**src/rtl/unpack_pkg.sv**
```systemverilog
// Package: widths, marker constants and the length classifier shared by the
// unpacker modules. Assumes a word of LANES lanes of BYTE_W bits each.
package unpack_pkg;
    parameter int BYTE_W = 8;
    parameter int LANES  = 4;
    localparam int WORD_W = BYTE_W * LANES;
    localparam int IDX_W  = $clog2(LANES);

    typedef logic [IDX_W-1:0]  lane_idx_t;
    typedef logic [WORD_W-1:0] word_t;

    localparam logic [BYTE_W-1:0] MARK_ONE   = 8'h80;
    localparam logic [BYTE_W-1:0] MARK_TWO   = 8'h81;
    localparam logic [BYTE_W-1:0] MARK_THREE = 8'h82;

    // Returns the index of the last payload lane (byte count minus one).
    // Priority: one-byte marker, then two-byte, then three-byte.
    function automatic lane_idx_t last_lane(input word_t w);
        if (w[WORD_W-1:BYTE_W] == {3{MARK_ONE}})
            return lane_idx_t'(0);
        else if (w[WORD_W-1:2*BYTE_W] == {2{MARK_TWO}})
            return lane_idx_t'(1);
        else if (w[WORD_W-1:3*BYTE_W] == MARK_THREE)
            return lane_idx_t'(2);
        else
            return lane_idx_t'(LANES-1);
    endfunction
endpackage

```
**src/rtl/unpack_len_decode.sv**
```systemverilog
// Length decoder: classifies an incoming word by its marker bytes and gives
// the index of its last payload lane. Purely combinational.
module unpack_len_decode
    import unpack_pkg::*;
(
    input  word_t     word_i,
    output lane_idx_t last_o
);
    // Classify the word; the ordering lives in the package function.
    always_comb last_o = last_lane(word_i);
endmodule

```
**src/rtl/unpack_lane_mux.sv**
```systemverilog
// Lane selector: picks one BYTE_W lane out of a word by index. Assumes the
// index is always below LANES.
module unpack_lane_mux #(
    parameter int BYTE_W = 8,
    parameter int LANES  = 4,
    localparam int IDX_W = $clog2(LANES)
) (
    input  logic [BYTE_W*LANES-1:0] word_i,
    input  logic [IDX_W-1:0]        sel_i,
    output logic [BYTE_W-1:0]       byte_o
);
    logic [BYTE_W-1:0] lane [LANES];

    genvar g;
    generate
        for (g = 0; g < LANES; g++) begin : g_lane
            // Slice lane g out of the word.
            assign lane[g] = word_i[g*BYTE_W +: BYTE_W];
        end
    endgenerate

    // Route the selected lane to the output.
    always_comb byte_o = lane[sel_i];
endmodule

```
**src/rtl/unpack_seq.sv**
```systemverilog
// Sequencer: holds one word, its tag and its last-lane index, and steps a
// lane pointer once per output handshake. Assumes load and adv never coincide
// (load needs the block idle, adv needs it busy).
module unpack_seq
    import unpack_pkg::*;
#(
    parameter int CHAN_W = 4
) (
    input  logic              clk,
    input  logic              rst_n,
    input  logic              load_i,
    input  logic              adv_i,
    input  word_t             word_i,
    input  logic [CHAN_W-1:0] chan_i,
    input  lane_idx_t         last_i,
    output logic              busy_o,
    output word_t             word_o,
    output logic [CHAN_W-1:0] chan_o,
    output lane_idx_t         idx_o,
    output logic              at_last_o
);
    lane_idx_t last_q;

    // Capture a word on load, advance or release it on each output handshake.
    always_ff @(posedge clk) begin
        if (!rst_n) begin
            busy_o <= 1'b0;
            word_o <= '0;
            chan_o <= '0;
            idx_o  <= '0;
            last_q <= '0;
        end else if (load_i) begin
            busy_o <= 1'b1;
            word_o <= word_i;
            chan_o <= chan_i;
            idx_o  <= '0;
            last_q <= last_i;
        end else if (adv_i) begin
            if (at_last_o) busy_o <= 1'b0;
            else           idx_o  <= idx_o + lane_idx_t'(1);
        end
    end

    // The pointer has reached the word's final lane.
    always_comb at_last_o = (idx_o == last_q);
endmodule

```
**src/rtl/word_unpacker.sv**
```systemverilog
// Top: accepts one marker-coded word at a time and emits its payload bytes
// lowest lane first, each tagged with the word's channel; flags the last.
// Assumes the consumer honours valid/ready; nothing is buffered beyond one word.
module word_unpacker
    import unpack_pkg::*;
#(
    parameter int CHAN_W = 4
) (
    input  logic              clk,
    input  logic              rst_n,
    input  logic              in_valid,
    output logic              in_ready,
    input  logic [31:0]       in_word,
    input  logic [CHAN_W-1:0] in_chan,
    output logic              out_valid,
    input  logic              out_ready,
    output logic [7:0]        out_byte,
    output logic [CHAN_W-1:0] out_chan,
    output logic              out_last
);
    lane_idx_t         dec_last;
    logic              busy;
    logic              at_last;
    logic              load;
    logic              adv;
    word_t             held_word;
    lane_idx_t         idx;

    unpack_len_decode u_dec (
        .word_i (in_word),
        .last_o (dec_last)
    );

    // Handshakes on both sides.
    always_comb begin
        in_ready  = !busy;
        load      = in_valid && in_ready;
        out_valid = busy;
        adv       = out_valid && out_ready;
        out_last  = busy && at_last;
    end

    unpack_seq #(.CHAN_W(CHAN_W)) u_seq (
        .clk       (clk),
        .rst_n     (rst_n),
        .load_i    (load),
        .adv_i     (adv),
        .word_i    (in_word),
        .chan_i    (in_chan),
        .last_i    (dec_last),
        .busy_o    (busy),
        .word_o    (held_word),
        .chan_o    (out_chan),
        .idx_o     (idx),
        .at_last_o (at_last)
    );

    unpack_lane_mux #(.BYTE_W(BYTE_W), .LANES(LANES)) u_mux (
        .word_i (held_word),
        .sel_i  (idx),
        .byte_o (out_byte)
    );
endmodule

```
**config.mk**
```make
export PLATFORM = sky130hd
export DESIGN_NAME = word_unpacker
export DESIGN_NICKNAME = d
export VERILOG_FILES = /design/src/rtl/unpack_pkg.sv /design/src/rtl/unpack_len_decode.sv /design/src/rtl/unpack_lane_mux.sv /design/src/rtl/unpack_seq.sv /design/src/rtl/word_unpacker.sv
export SDC_FILE = /design/constraint.sdc
export NUM_CORES = 1
export LEC_CHECK = 0
export ABC_AREA = 1
export BUFFER_PORTS_ARGS = -buffer_cell sky130_fd_sc_hd__buf_2
export CAP_MARGIN = 20
export CELL_PAD_IN_SITES_DETAIL_PLACEMENT = 0
export CELL_PAD_IN_SITES_GLOBAL_PLACEMENT = 1
export CORE_UTILIZATION = 33
export DETAILED_ROUTE_END_ITERATION = 7
export GPL_TIMING_DRIVEN = 0
export PLACE_DENSITY = 0.8
export RECOVER_POWER = 100
export SETUP_SLACK_MARGIN = 0.3
export SYNTH_ARGS = -nofsm -noshare
export SYNTH_HDL_FRONTEND = slang
export SYNTH_SLANG_ARGS = --single-unit
```
**constraint.sdc**
```tcl
create_clock -name clk -period 1.9 [get_ports clk]
set_input_delay 0.285 -clock clk [delete_from_list [all_inputs] [get_ports clk]]
set_output_delay 0.285 -clock clk [all_outputs]
set_load 0.01 [all_outputs]
```
Word level (Yosys, flattened, before mapping)
Index checks and enable logic that the tools add are counted.
{ "word_totals": {"regBits": 41, "output_inout_bits": 15, "elab_cells": 32} }
{ "classes": {"n_addsub": 1, "order_cmp": 1, "n_eq_ne": 4, "muxes": 9, "bitwise": 3, "reduce_logical": 9} }
{ "op_table": {"columns": ["operator", "n"], "rows": [
  ["$eq 24x24->1 const B", 1],
  ["$bmux 8 s2", 1],
  ["$eq 16x16->1 const B", 1],
  ["$mux 8", 2],
  ["$eq 8x8->1 const B", 1],
  ["$mux 1", 4],
  ["$mux 2", 2],
  ["$reduce_and 2->1", 2],
  ["$reduce_bool 2->1", 2],
  ["$ge 3x3->1 const B", 1],
  ["$logic_and 1x1->1", 3],
  ["$not 2->3", 1],
  ["$add 2x1->2 const B", 1],
  ["$eq 2x2->1", 1],
  ["$not 1->1", 2],
  ["$reduce_or 2->1", 1],
  ["$logic_not 1->1", 1]
]} }

Depth between registers and ports, before layout
Gate-level depths: netlist (run 1).
{ "logic_depth": {"word_depth": 4, "mapped_depth": 8, "mapped_depth_nobuf": 7} }

Modules after synthesis
A second synthesis (run 1) with hierarchy kept.
{ "hier_totals": {"cells_unflattened": 327, "hier_area_um2": 2073.2} }
{ "by_module_without_submodules": {"columns": ["mod", "n_inst", "cells_per_inst", "area_per_inst_um2", "seq_area_each_um2"], "rows": [
  ["unpack_seq", 1, 192, 1497.7, 820.8],
  ["unpack_lane_mux", 1, 94, 395.4, 0.0],
  ["unpack_len_decode", 1, 34, 153.9, 0.0],
  ["word_unpacker", 1, 7, 26.3, 0.0]
]} }

Worst setup path before layout (run 1)
OpenSTA, ideal clock, no wires.
{ "synth_path": {"kind": "reg2out", "from": "register u_seq.idx_o[0]", "to": "output out_byte[1]", "arrival_ns": 0.942, "setup_slack_ns": 0.673, "path_stages_with_launch": 5, "path_buffers": 2, "cell_sequence": "dfxtp_1 -> buf_4 -> buf_2 -> o21ai_0 -> o22ai_1"} }
{ "synth_via": {"elab_chain_cells": 4} }
{ "synth_rtl": {"columns": ["element", "line", "text"], "rows": [
  ["from (decl)", "unpack_seq.sv:19", "output lane_idx_t idx_o,"],
  ["from (signal assigned)", "unpack_seq.sv:40", "else idx_o <= idx_o + lane_idx_t'(1);"],
  ["$not 2->3 (implied by the code)", "unpack_lane_mux.sv:23", "always_comb byte_o = lane[sel_i];"],
  ["$bmux 8 s2", "unpack_lane_mux.sv:23", null],
  ["$mux 8 (implied by the code) (2 in series)", "unpack_lane_mux.sv:23", null],
  ["to (decl)", "word_unpacker.sv:17", "output logic [7:0] out_byte,"]
]} }
No other way between the ends. The select of a mux whose other input is x is not followed.

Worst setup path in the final report (run 1)
{ "layout_path": {"from": "register u_seq.idx_o[1]", "to": "output out_byte[5]"} }
Same word-level chain as after synthesis.

==> results.md, run 1 <==
- Clock latency on the worst-skew pair, taken at its later pin, is 0.30 ns.
- STA classifies the critical path endpoint as an output pin.
- The final hold violation count is 0.
- The region available for standard cell placement spans about 0.0048 sq mm.
- The post-synthesis sequential element count is between 40 and 50.
- The wire-length estimate of the detail-placed layout is between 3 and 4 mm.
- Clock tree synthesis found a total of roughly 40 sinks.
- The most used flip-flop cell after synthesis is dfxtp_1.
- By startpoint and endpoint, the worst setup path is classified as reg2out.
- For this run, asynchronously set or reset flops after synthesis account for 0.
- The first global-routing pass estimated between 7 and 8 mm of wire.
- For this design, the CTS-stage hold fixing added 0 buffers.
- The most common library cell in the layout ignoring fill and taps is buf_2.
- Traced cell by cell, the critical path runs through inv_1, o21ai_0, o22ai_1, buf_2.
- The analysis attributes to cell leakage a power of 1.06 nW.
- The maximum number of pins on one net before global-route repair is 15.
- The number of buffers on the longest clock path is 2.
- The worst setup path is launched from a flop.
- In the layout the commonest cells are buf_2 (43), dfxtp_1 (39), nor2_1 (32), a22o_1 (32), nand2_1 (22).
- Measured against its own limit, the worst slew margin works out to 0.601.
- Routability-driven placement finished with a final weighted congestion of between 0.8 and 0.9.
- The post-synthesis area per instance is approximately 8.6 sq um.
- The top achievable clock speed is ~600 MHz.
- The pre-CTS setup slack is ~0.4 ns.
- The share of cells above drive strength 1 is 0.319.
- The critical path required time is between 1.5 and 2 ns.
- For this run, the total global-route usage over all layers was measured as 0.190.
- IR analysis of the VDD net gives a maximum drop of 0.000540 V.
- The reg-to-reg critical path startpoint is u_seq.busy_o.
- The number of detailed-routing iterations run before antenna repair is 4.
- For this block, the via count after detailed routing is between 1500 and 2000.
- The cell count after synthesis came out at around 200.
- The routed via count divided by cell count is 4.93.
- The final standard cell area without fillers is roughly 0.0023 sq mm.
- The final layout contains routed wiring with a total length of about 4.9 mm.
- After layout, the minimum clock period comes to about 1.7 ns.
- The number of distinct standard cells referenced by the synthesized netlist is 18.
- Dividing the final minimum period by the clock period gives 0.873.
- The total count of max-transition violations in the final report came to 0.
- The tree is rooted in a clkbuf_8.
- The startpoint of the lowest-slack hold path is in_word[1].
- On the final layout, the worst clock skew is between 0.008 and 0.009 ns.
- The flow ran to the end, and the final reports show no timing, DRC or antenna violations.
- The die extent in x is 73.9 um.
- In this run the vertical extent of the chip is approximately 74 um.
- The average wire per standard cell is 14.6 um.
- Data arrives at the worst endpoint at 1.37 ns.
- Fill cells in the final layout number slightly above 500.
- After detailed routing, the number of remaining DRC violations is 0.
- The post-detailed-route count of antenna-violating nets is 0.
- The initial utilization of the core area, before any placement, comes to 0.352.
- For this run, the register share of the synthesized area comes to 0.481.
- The initial antenna violation count was 0.
- For the pin with the worst max-slew slack, the measured transition is just under 0.6 ns.
- After detailed placement, the total cell area comes to 0.00206 sq mm.
- The number of cells traversed by the worst hold path is 2.
- The final layout contains between 300 and 400 nets.
- For the worst flop-to-flop path, the logic depth is 5.
- The floorplan step defined a die boundary enclosing 0.00546 sq mm.
- The max capacitance violation total is 0.
- The via count of the first global-routing pass came to ~1500.
- Measured on the finished design, the core utilization comes to 0.481.
- After floorplanning, the core was divided into 25 placement rows.
- The starting DRC count in detailed routing is 94.
- The global route total overflow is 0.
- The worst setup path startpoint is u_seq.idx_o[1].
- The area of the mapped netlist is around 0.0017 sq mm.
- After clock tree synthesis, the clock-pin slew on the worst setup and hold paths is about 0.09 ns.
- The area growth from synthesis to final layout is 36.8%.
- Setup slack on the critical path of the routed design comes to approximately 0.24 ns.
- The maximum single-stage delay on the critical path is ~0.35 ns.
- The number of buffers created by CTS is 5.
- The Yosys step of the flow raised 0 warnings.
- The count of endpoints failing setup in the final report is 0.
- The power density normalized to cell area is about 830 mW/mm^2.
- TritonCTS built the clock tree.
- The H-tree generated during clock tree synthesis spans 2 levels.
- The setup TNS is 0 ns.
- The synthesized design contains 0 enable-type register cells.
- The total nets after synthesis is roughly 240.
- Setup repair after global routing could not meet its margin everywhere.
- The number of primary I/O pins is between 50 and 60.
- The number of antenna diodes is 0.
- The largest individual stage delay along the critical path comes from the cell dfxtp_2.
- The maximum fanout encountered on the critical timing path is 9.
- The path class of the tightest hold or removal check is in2reg.
- The count of input and output buffers is 54.
## what timing repair did
item                       CTS  global route
buffers inserted             5             5
cloned                       0             0
pin swaps                    0            11
gates resized for setup     11            33
setup endpoints to repair    9             9
## final timing paths
path	endpoint	slack (ns)
worst max-delay path	out_byte[5]	0.24
worst min-delay path	u_seq.word_o[1]	0.20
worst max register to register	u_seq.word_o[30]	0.25
worst min register to register	u_seq.word_o[15]	0.47
## per-stage QoR
step	power [W]	hold WS, ns	instances
floorplan	0.00111	0.420	198
detailed placement	0.00123	0.446	319
CTS	0.00195	0.192	332
global route	0.00204	0.203	337
global placement	0.00123	0.440	319
finish	0.00194	0.203	337
## registers in the layout, summed over array words and instances (netlist names)
signal,count
u_seq.chan_o,4
u_seq.last_q,2
u_seq.idx_o,2
u_seq.word_o,32
u_seq.busy_o,1
## final cells by class
cell class | instances | area, sq um | area share
clock inverter | 3 | 46.3 | 0.0198
multi-input combinational | 133 | 810 | 0.347
sequential | 41 | 823 | 0.353
buffer | 11 | 105 | 0.0451
inverter | 13 | 48.8 | 0.0209
timing repair buffer | 64 | 347 | 0.149
clock buffer | 5 | 68.8 | 0.0295
tap | 67 | 83.8 | 0.0359
## worst max-delay path: cells and delay by family, from the launching register on
kind | cells | cell delay [ns]
buffers and inverters | 2 | 0.36
DFF | 1 | 0.35
AOI/OAI and AO/OA | 2 | 0.37
## layer usage
metal  up-vias  wire length, um  global-route usage
li1        830                -                   -
met1       764             2350               0.250
met2        60             2160               0.290
met3         9              294              0.0453
met4         0              111              0.0919
met5         -                0                   0
## Yosys cell counts, types with 3 or more instances
library cell / n / area share
dfxtp_1: 41 / 0.48
nor2_1: 35 / 0.077
a22o_1: 32 / 0.16
nand2_1: 22 / 0.048
o21ai_0: 21 / 0.062
inv_1: 11 / 0.024
o22ai_1: 8 / 0.029
nand3_1: 7 / 0.021
buf_2: 4 / 0.012
buf_4: 4 / 0.018
buf_6: 3 / 0.020
## power breakdown
part           total (W)  leakage, nW  internal, W  switching (W)
logic           0.000280        0.669     0.000132       0.000148
clock network   0.000711       0.0543     0.000393       0.000318
registers       0.000950        0.338     0.000915      0.0000351
## cells by family (layout without fill, tap and decap cells)
logic type                Yosys count  count (layout)  synth area share
DFF                                41              41             0.481
buffers and inverters              24              96            0.0778
xor gates and xnor gates            2               2            0.0103
AOI/OAI and AO/OA                  63              63             0.261
and+or+nand+nor                    68              68             0.169
Power figures use the tool's default switching activity.
==> run 2, diff against run 1 <==
- ABC_AREA: 1 -> default
- GPL_ROUTABILITY_DRIVEN: default -> 0
- PLACE_DENSITY: 0.8 -> 0.77
==> results.md, run 2 <==
- The run finished with clean final reports.
- The number of antenna diodes is 0.
- Static timing analysis puts the maximum clock frequency at roughly 560 MHz.
- Setup repair after global routing could not meet its margin everywhere.
- Entering global routing, the biggest net connects 13 pins.
- The register with the most flip-flops is u_seq.word_o.
- The kind of cell adding the most delay to the critical path is multiplexers.
- Counting both buffers and inverters, the worst setup path holds a total of 2.
- Of all flip-flops after synthesis, the portion carrying an async set or reset was 0.
- The number of cells traversed by the worst hold path is 2.
- The critical path launch point type is a flop.
- The worst setup path is of the reg2out kind.
- The flop-to-flop setup slack is 0.27 ns.
- During I/O placement, the number of pins put on the boundary was 55.
- Of the post-synthesis cell area, the dominant cell type holds 0.506.
- Summed over all cells, the static leakage comes to 0.875 nW.
- The setup TNS is 0 ns.
- Max-cap violations in this run came to 0.
- The post-detailed-route count of antenna-violating nets is 0.
- The critical-path cell with the highest stage delay is mux4_2.
- The total length of routed wires is approximately 4.4 mm.
- From synthesis to final layout, the design area changed by 30.6%.
- The internal power contribution is around 0.0015 W.
- The wire length of the first global-routing pass is 6.78 mm.
- The final standard cell area without fillers is roughly 0.0021 sq mm.
- The critical path goes through buf_8, mux4_2, clkbuf_1.
- Of all nets on the critical path, the largest fanout is 5.
- The via count of the first global-routing pass is around 1300.
- The leading cell type by number of instances after synthesis is dfxtp_1.
- Counting every instance in the synthesized netlist gives 126.
- The data arrival at the endpoint of the critical path is 1.49 ns.
- The startpoint identified for the worst hold timing path is in_word[7].
- The number of nets in the finished design is roughly 230.
- After clock tree synthesis, the clock-pin slew on the worst setup and hold paths is roughly 0.080 ns.
- The ratio of final minimum period to clock period is 0.933.
- The die is just over 70 um wide.
- In this run the number of cells on the critical path is 3.
- Leaving out fill and tap cells, the most frequent cells in the layout are buf_2 (44), dfxtp_1 (41), a22o_1 (36).
- Of the total power, combinational logic draws 0.124.
- The worst ir drop on vdd is 0.000355 V.
- Of the total power, registers draw 0.498.
- The first detailed-routing pass took 4 iterations.
- The area of the core is ~0.0047 sq mm.
- The die covers 0.00520 sq mm.
- The critical path required time is ~1.6 ns.
- The number of distinct standard cells referenced by the synthesized netlist is 27.
- The count of endpoints failing setup in the final report is 0.
- The Yosys step of the flow raised 0 warnings.
- The largest registers in the layout are u_seq.word_o (32), u_seq.chan_o (4).
- In this run the core area contains 25 standard-cell rows.
- The path with the worst hold slack has its endpoint at u_seq.word_o[7].
- For the worst flop-to-flop path, the logic depth is 4.
- The startpoint identified for the worst register-to-register timing path is u_seq.busy_o.
- The initial antenna violation count is 0.
- The most used flip-flop cell after synthesis is dfxtp_1.
- The worst min-delay path class is in2reg.
- The CTS tree is yes.
- The final critical delay including setup and external delays is ~1.8 ns.
- STA classifies the critical path endpoint as an output pin.
- The slack of the critical path is between 0.1 and 0.15 ns.
- In this run the tightest slew margin relative to its limit is 0.624.
- The final route contains around 1300 vias.
- The total count of max-transition violations in the final report is 0.
- The average wire per standard cell is between 15 and 20 um.
- The share of total power dissipated in the clock network is 0.377.
- The power density normalized to cell area is between 900 and 1000 mW/mm^2.
- The number of H-tree branching levels is 2.
- In the routed design, unresolved DRC markers number 0.
- Across the routed clock network, the largest skew measured is just over 0.009 ns.
- Leaving out fill and tap cells, the most frequent cell in the layout is buf_2.
- Timing analysis after detailed placement gives a worst setup slack of between 0.3 and 0.4 ns.
- In this run the cell area measured after placement is approximately 0.0020 sq mm.
- For this configuration, the core starts out at a cell density of 0.344.
- The register with the most flip-flops in the layout has 32 of them.
- For this block, the initial DRC count from the detailed router was 60.
- From bottom edge to top edge, the die measures just over 70 um.
- After synthesis the cells add up to between 0.0015 and 0.002 sq mm.
- For this run, the register share of the synthesized area comes to 0.506.
- Once detailed placement completed, the half-perimeter wirelength came to between 2 and 3 mm.
- In this run the critical register-to-register path is captured at u_seq.word_o[3].
- The global route total overflow is 0.
- The number of sinks handled by clock tree synthesis is 41.
- The number of buffers created by CTS is 5.
- The synthesized design contains between 40 and 50 register bits.
- Yosys mapped a number of flops with a built-in enable equal to 0.
- Of the cells placed in the final design, the portion with a size suffix greater than 1 is 0.359.
- The routed via count divided by cell count is 5.14.
- After synthesis, the most frequently instantiated cells are dfxtp_1 (41), a22o_1 (36), buf_2 (8), mux4_1 (7), nand2_1 (3).
- The total instance count after detailed placement is between 200 and 250.
- For this run, the number of standard cells in the final layout without fillers is roughly 260.
- The clock latency at the later pin of the worst-skew pair is approximately 0.3 ns.
- The clock passes through at most 2 buffers.
- The fraction of power spent switching nets is 0.234.
- The tree is rooted in a clkbuf_8.
- The total routing usage reported by global routing is 0.177.
- The maximum single-stage delay on the critical path is ~0.51 ns.
- Port buffering added 54 buffers.
- The final hold violation count came to 0.
- dfxtp_1 takes more of the synthesized area than any other cell.
- The net switching power figure is 0.000448 W.
- The actual transition at the worst max-transition pin is 0.564 ns.
- After synthesis, the mean cell area works out to around 13 sq um.
- Yosys attributes the largest share of cell area to dfxtp_1 (51%), a22o_1 (19%), mux4_1 (11%).
- The total nets after synthesis is 166.
==> run 2: cell count changes after synthesis, moves of 7 or more <==
| cell | previous run | this run |
|---|---|---|
| nor2_1 | 35 | 2 |
| mux4_1 | 0 | 7 |
| nand2_1 | 22 | 3 |
| inv_1 | 11 | 2 |
| nand3_1 | 7 | 0 |
| o21ai_0 | 21 | 2 |
| o22ai_1 | 8 | 0 |
==> run 2: power groups by stage <==
| stage | logic (W) | clock network (W) | registers [W] |
|---|---|---|---|
| 6_report | 0.000237 | 0.000721 | 0.000952 |
| 2_1_floorplan | 0.000124 | 0 | 0.000960 |
| 3_5_place_dp | 0.000228 | 0 | 0.000966 |
| 5_1_grt | 0.000257 | 0.000768 | 0.000958 |
| 4_1_cts | 0.000244 | 0.000740 | 0.000950 |
| 3_3_place_gp | 0.000227 | 0 | 0.000965 |
==> run 2: metal layers <==
| metal | vias to the layer above | wire (um) | global-route usage |
|---|---|---|---|
| met5 | - | 0 | 0 |
| met4 | 0 | 77 | 0.0719 |
| met3 | 6 | 257 | 0.0403 |
| met2 | 47 | 2020 | 0.276 |
| met1 | 648 | 2040 | 0.238 |
| li1 | 629 | - | - |
==> run 2: worst max-delay path by stage <==
stage	startpoint	endpoint	slack [ns]
floorplan	u_seq.idx_o[1]	out_byte[1]	0.55
global route	u_seq.idx_o[1]	out_byte[3]	0.07
global placement	u_seq.idx_o[1]	out_byte[2]	0.38
CTS	u_seq.idx_o[1]	out_byte[2]	0.12
finish	u_seq.idx_o[1]	out_byte[2]	0.13
detailed placement	u_seq.idx_o[1]	out_byte[2]	0.38
==> run 2: worst reg2reg max path, stage by stage (launching register included) <==
cell and delay [ns]:
dfxtp_1 0.39, inv_1 0.08, a21boi_0 0.37, clkbuf_1 0.49, a22o_1 0.23
==> run 2: cell type report <==
type | instances | area (sq um)
Buffer | 10 | 56.3
Fill cell | 462 | 2600
Multi-Input combinational cell | 73 | 743
Tap cell | 67 | 83.8
Clock inverter | 1 | 30.0
Clock buffer | 7 | 86.3
Timing Repair Buffer | 58 | 292
Inverter | 2 | 7.51
Sequential cell | 41 | 821
==> run 2: kinds of logic (layout without fill, tap and decap cells) <==
| kind of cell | count (synthesis) | after routing | synth area share |
|---|---|---|---|
| AO/OA/AOI/OAI | 44 | 44 | 0.233 |
| multiplexers | 8 | 8 | 0.127 |
| buffers and inverters | 12 | 78 | 0.0386 |
| flip-flops | 41 | 41 | 0.506 |
| AND/OR/NAND/NOR | 17 | 17 | 0.0694 |
| XOR/XNOR | 4 | 4 | 0.0262 |
==> run 2: timing repair <==
action / 4_1_cts / 5_1_grt
resized for setup: 16 / 3
cloned: 1 / 0
buffers inserted: 3 / 0
pin swaps: 2 / 0
hold buffers: 0 / 0
endpoints found under the setup margin: 9 / 9
==> run 2: through the flow <==
stage                     total power [W]   util  hold WS (ns)
final                             0.00191  0.449         0.196
after CTS                         0.00193  0.453         0.187
after floorplan                   0.00108      -         0.410
after detailed placement          0.00119  0.419         0.458
after global routing              0.00198  0.449         0.192
after global placement            0.00119  0.419         0.453
==> run 3, diff against run 2 <==
- PLACE_DENSITY: 0.77 -> default
- PLACE_DENSITY_LB_ADDON: default -> 0.12
==> results.md, run 3 (synthesis results as in run 2) <==
- The flow ran to the end, and the final reports show no timing, DRC or antenna violations.
- The number of buffers on the longest clock path is 2.
- The ratio of final minimum period to clock period is 0.914.
- TritonCTS built the clock tree.
- The peak-usage layer in the global routing report is met2.
- In the final layout, the registers with the most flip-flops are u_seq.word_o (32), u_seq.chan_o (4).
- The detail route stage leaves a number of antenna-violating nets equal to 0.
- The maximum number of pins on one net before global-route repair is 13.
- The area of the core is 0.00472 sq mm.
- The critical path is of the reg2out type.
- The wire length of the first global-routing pass is approximately 6.8 mm.
- The total count of max-transition violations in the final report is 0.
- For this configuration, the core starts out at a cell density of 0.344.
- The die outline height is 72.1 um.
- The met1 track demand over resource is 0.240.
- The clock-pin slew on the worst setup and hold paths is 0.08 ns.
- The clock net in this run drives a total of 41 sinks.
- Data on the critical path arrives at its endpoint at approximately 1.5 ns.
- The cell count of the worst reg-to-reg path is 4.
- In this run the static leakage power is a little under 0.9 nW.
- After the first detailed-routing iteration, the DRC count stood at 79.
- The via count of the first global-routing pass is between 1000 and 1500.
- The die covers approximately 0.0052 sq mm.
- Max-cap violations in this run came to 0.
- Timing analysis after detailed placement gives a worst setup slack of roughly 0.4 ns.
- More flip-flops sit in one register than any other, and that register is u_seq.word_o.
- For this run the aggregate overflow at the end of global routing stands at 0.
- The worst hold path passes through 2 cells.
- The number of H-tree branching levels is 2.
- The register with the most flip-flops in the layout has 32 of them.
- Leaving out fill and tap cells, the most frequent cells in the layout are buf_2 (44), dfxtp_1 (40), a22o_1 (36).
- The detailed router placed between 1000 and 1500 vias in this run.
- Setup repair after global routing could not meet its margin everywhere.
- The maximum fanout encountered on the critical timing path is 5.
- TritonCTS created 5 clock buffers.
- The maximum single-stage delay on the critical path is around 0.5 ns.
- The minimum hold slack is between 0.15 and 0.2 ns.
- The critical-path cell with the highest stage delay is mux4_2.
- Dividing total power by cell area gives a power density of roughly 860 mW/mm^2.
- The wire-length estimate of the detail-placed layout is ~3 mm.
- In this run the most critical hold path is launched from in_word[6].
- In the final layout, the share of cells above drive strength 1 is 0.370.
- In the global route stage, met3 resource usage came out at 0.0514.
- IR analysis of the VDD net gives a maximum drop of between 0.0003 and 0.0004 V.
- The number of remaining DRC errors is 0.
- The worst hold path belongs to the class in2reg.
- The setup TNS is 0 ns.
- The total routing usage reported by global routing is 0.180.
- The total power is 0.00181 W.
- The worst setup path is captured at an output pin.
- 0 antenna diodes ended up in the layout.
- The routed via count divided by cell count is approximately 5.
- The die extent in x is a little over 70 um.
- The slack of the critical path is about 0.16 ns.
- The count of endpoints failing setup in the final report is 0.
- STA classifies the critical path startpoint as a flop.
- The worst setup path startpoint is u_seq.idx_o[1].
- The root buffer selected by CTS is clkbuf_8.
- The average wire per standard cell is around 17 um.
- For the final database, setup skew stands at roughly 0.0056 ns.
- After floorplanning, the core was divided into 25 placement rows.
- The initial antenna violation count is 0.
- At the later pin of the worst-skew pair, clock insertion delay measures between 0.2 and 0.3 ns.
- Before antenna repair, the detailed router went through 4 iterations.
- The total length of routed wires is approximately 4.3 mm.
- The number of buffers inserted by hold repair at cts is 0.
- The final hold violation count is 0.
- Leaving out fill and tap cells, the most frequent cell in the layout is buf_2.
- Timing would allow up to 576 MHz.
- The final critical delay including setup and external delays is roughly 1.7 ns.
- Traced cell by cell, the critical path runs through buf_8, mux4_2, clkbuf_1.
- The final layout contains approximately 230 nets.
- Compared with the post-synthesis result, the final layout area differs by 29.1%.
- For the pin with the worst max-slew slack, the measured transition is about 0.56 ns.
- The count of buffers added on input and output ports is 54.
- The number of primary I/O pins is 55.
- Data on the critical path is required at its endpoint by 1.62 ns.
- The met2 capacity usage during global routing is 0.280.
- The max-slew headroom at the worst pin is 0.628.
- The reg-to-reg critical path startpoint is u_seq.busy_o.
run 3: per-layer routing:
| metal | part of all wire | wire length [um] | up-vias |
|---|---|---|---|
| met1 | 0.48 | 2090 | 659 |
| met4 | 0.0085 | 37 | 0 |
| met3 | 0.047 | 204 | 5 |
| met2 | 0.46 | 2010 | 37 |
| li1 | - | - | 630 |
| met5 | 0 | 0 | - |
run 3: worst paths after layout:
kind	endpoint	slack [ns]
worst min-delay path	u_seq.word_o[6]	0.19
worst max register to register	u_seq.word_o[2]	0.31
worst max-delay path	out_byte[4]	0.16
worst min register to register	u_seq.word_o[30]	0.48
run 3: timing repair:
action | 4_1_cts | 5_1_grt
gates resized for setup | 15 | 4
buffers inserted | 3 | 0
gates cloned | 1 | 0
setup endpoints to repair | 9 | 9
pin swaps | 2 | 0
run 3: layout make-up:
cell class	count	area (sq um)
Sequential cell	41	822
Clock inverter	1	5.00
Tap cell	67	83.8
Multi-Input combinational cell	73	732
Buffer	10	56.3
Fill cell	474	2630
Clock buffer	7	96.3
Inverter	2	7.51
Timing Repair Buffer	58	292
run 3: power by group:
part	internal (W)	switching (W)	total [W]	leakage (nW)
combinational	0.000116	0.000116	0.000232	0.478
clock	0.000328	0.000295	0.000624	0.0542
sequential	0.000916	0.0000347	0.000950	0.337
total	0.00136	0.000446	0.00181	0.869
run 3: metrics by stage:
step / utilization / cells / instance area [sq um]
floorplan: - / 126 / 1620
global placement: 0.419 / 247 / 1980
detailed placement: 0.419 / 247 / 1980
CTS: 0.448 / 259 / 2120
global route: 0.443 / 259 / 2090
finish: 0.443 / 259 / 2090
run 3: critical path: cells and delay by family (launching register included):
family                 cells  cell delay (ns)
muxes                      1             0.50
DFF                        1             0.36
buffers and inverters      2             0.29
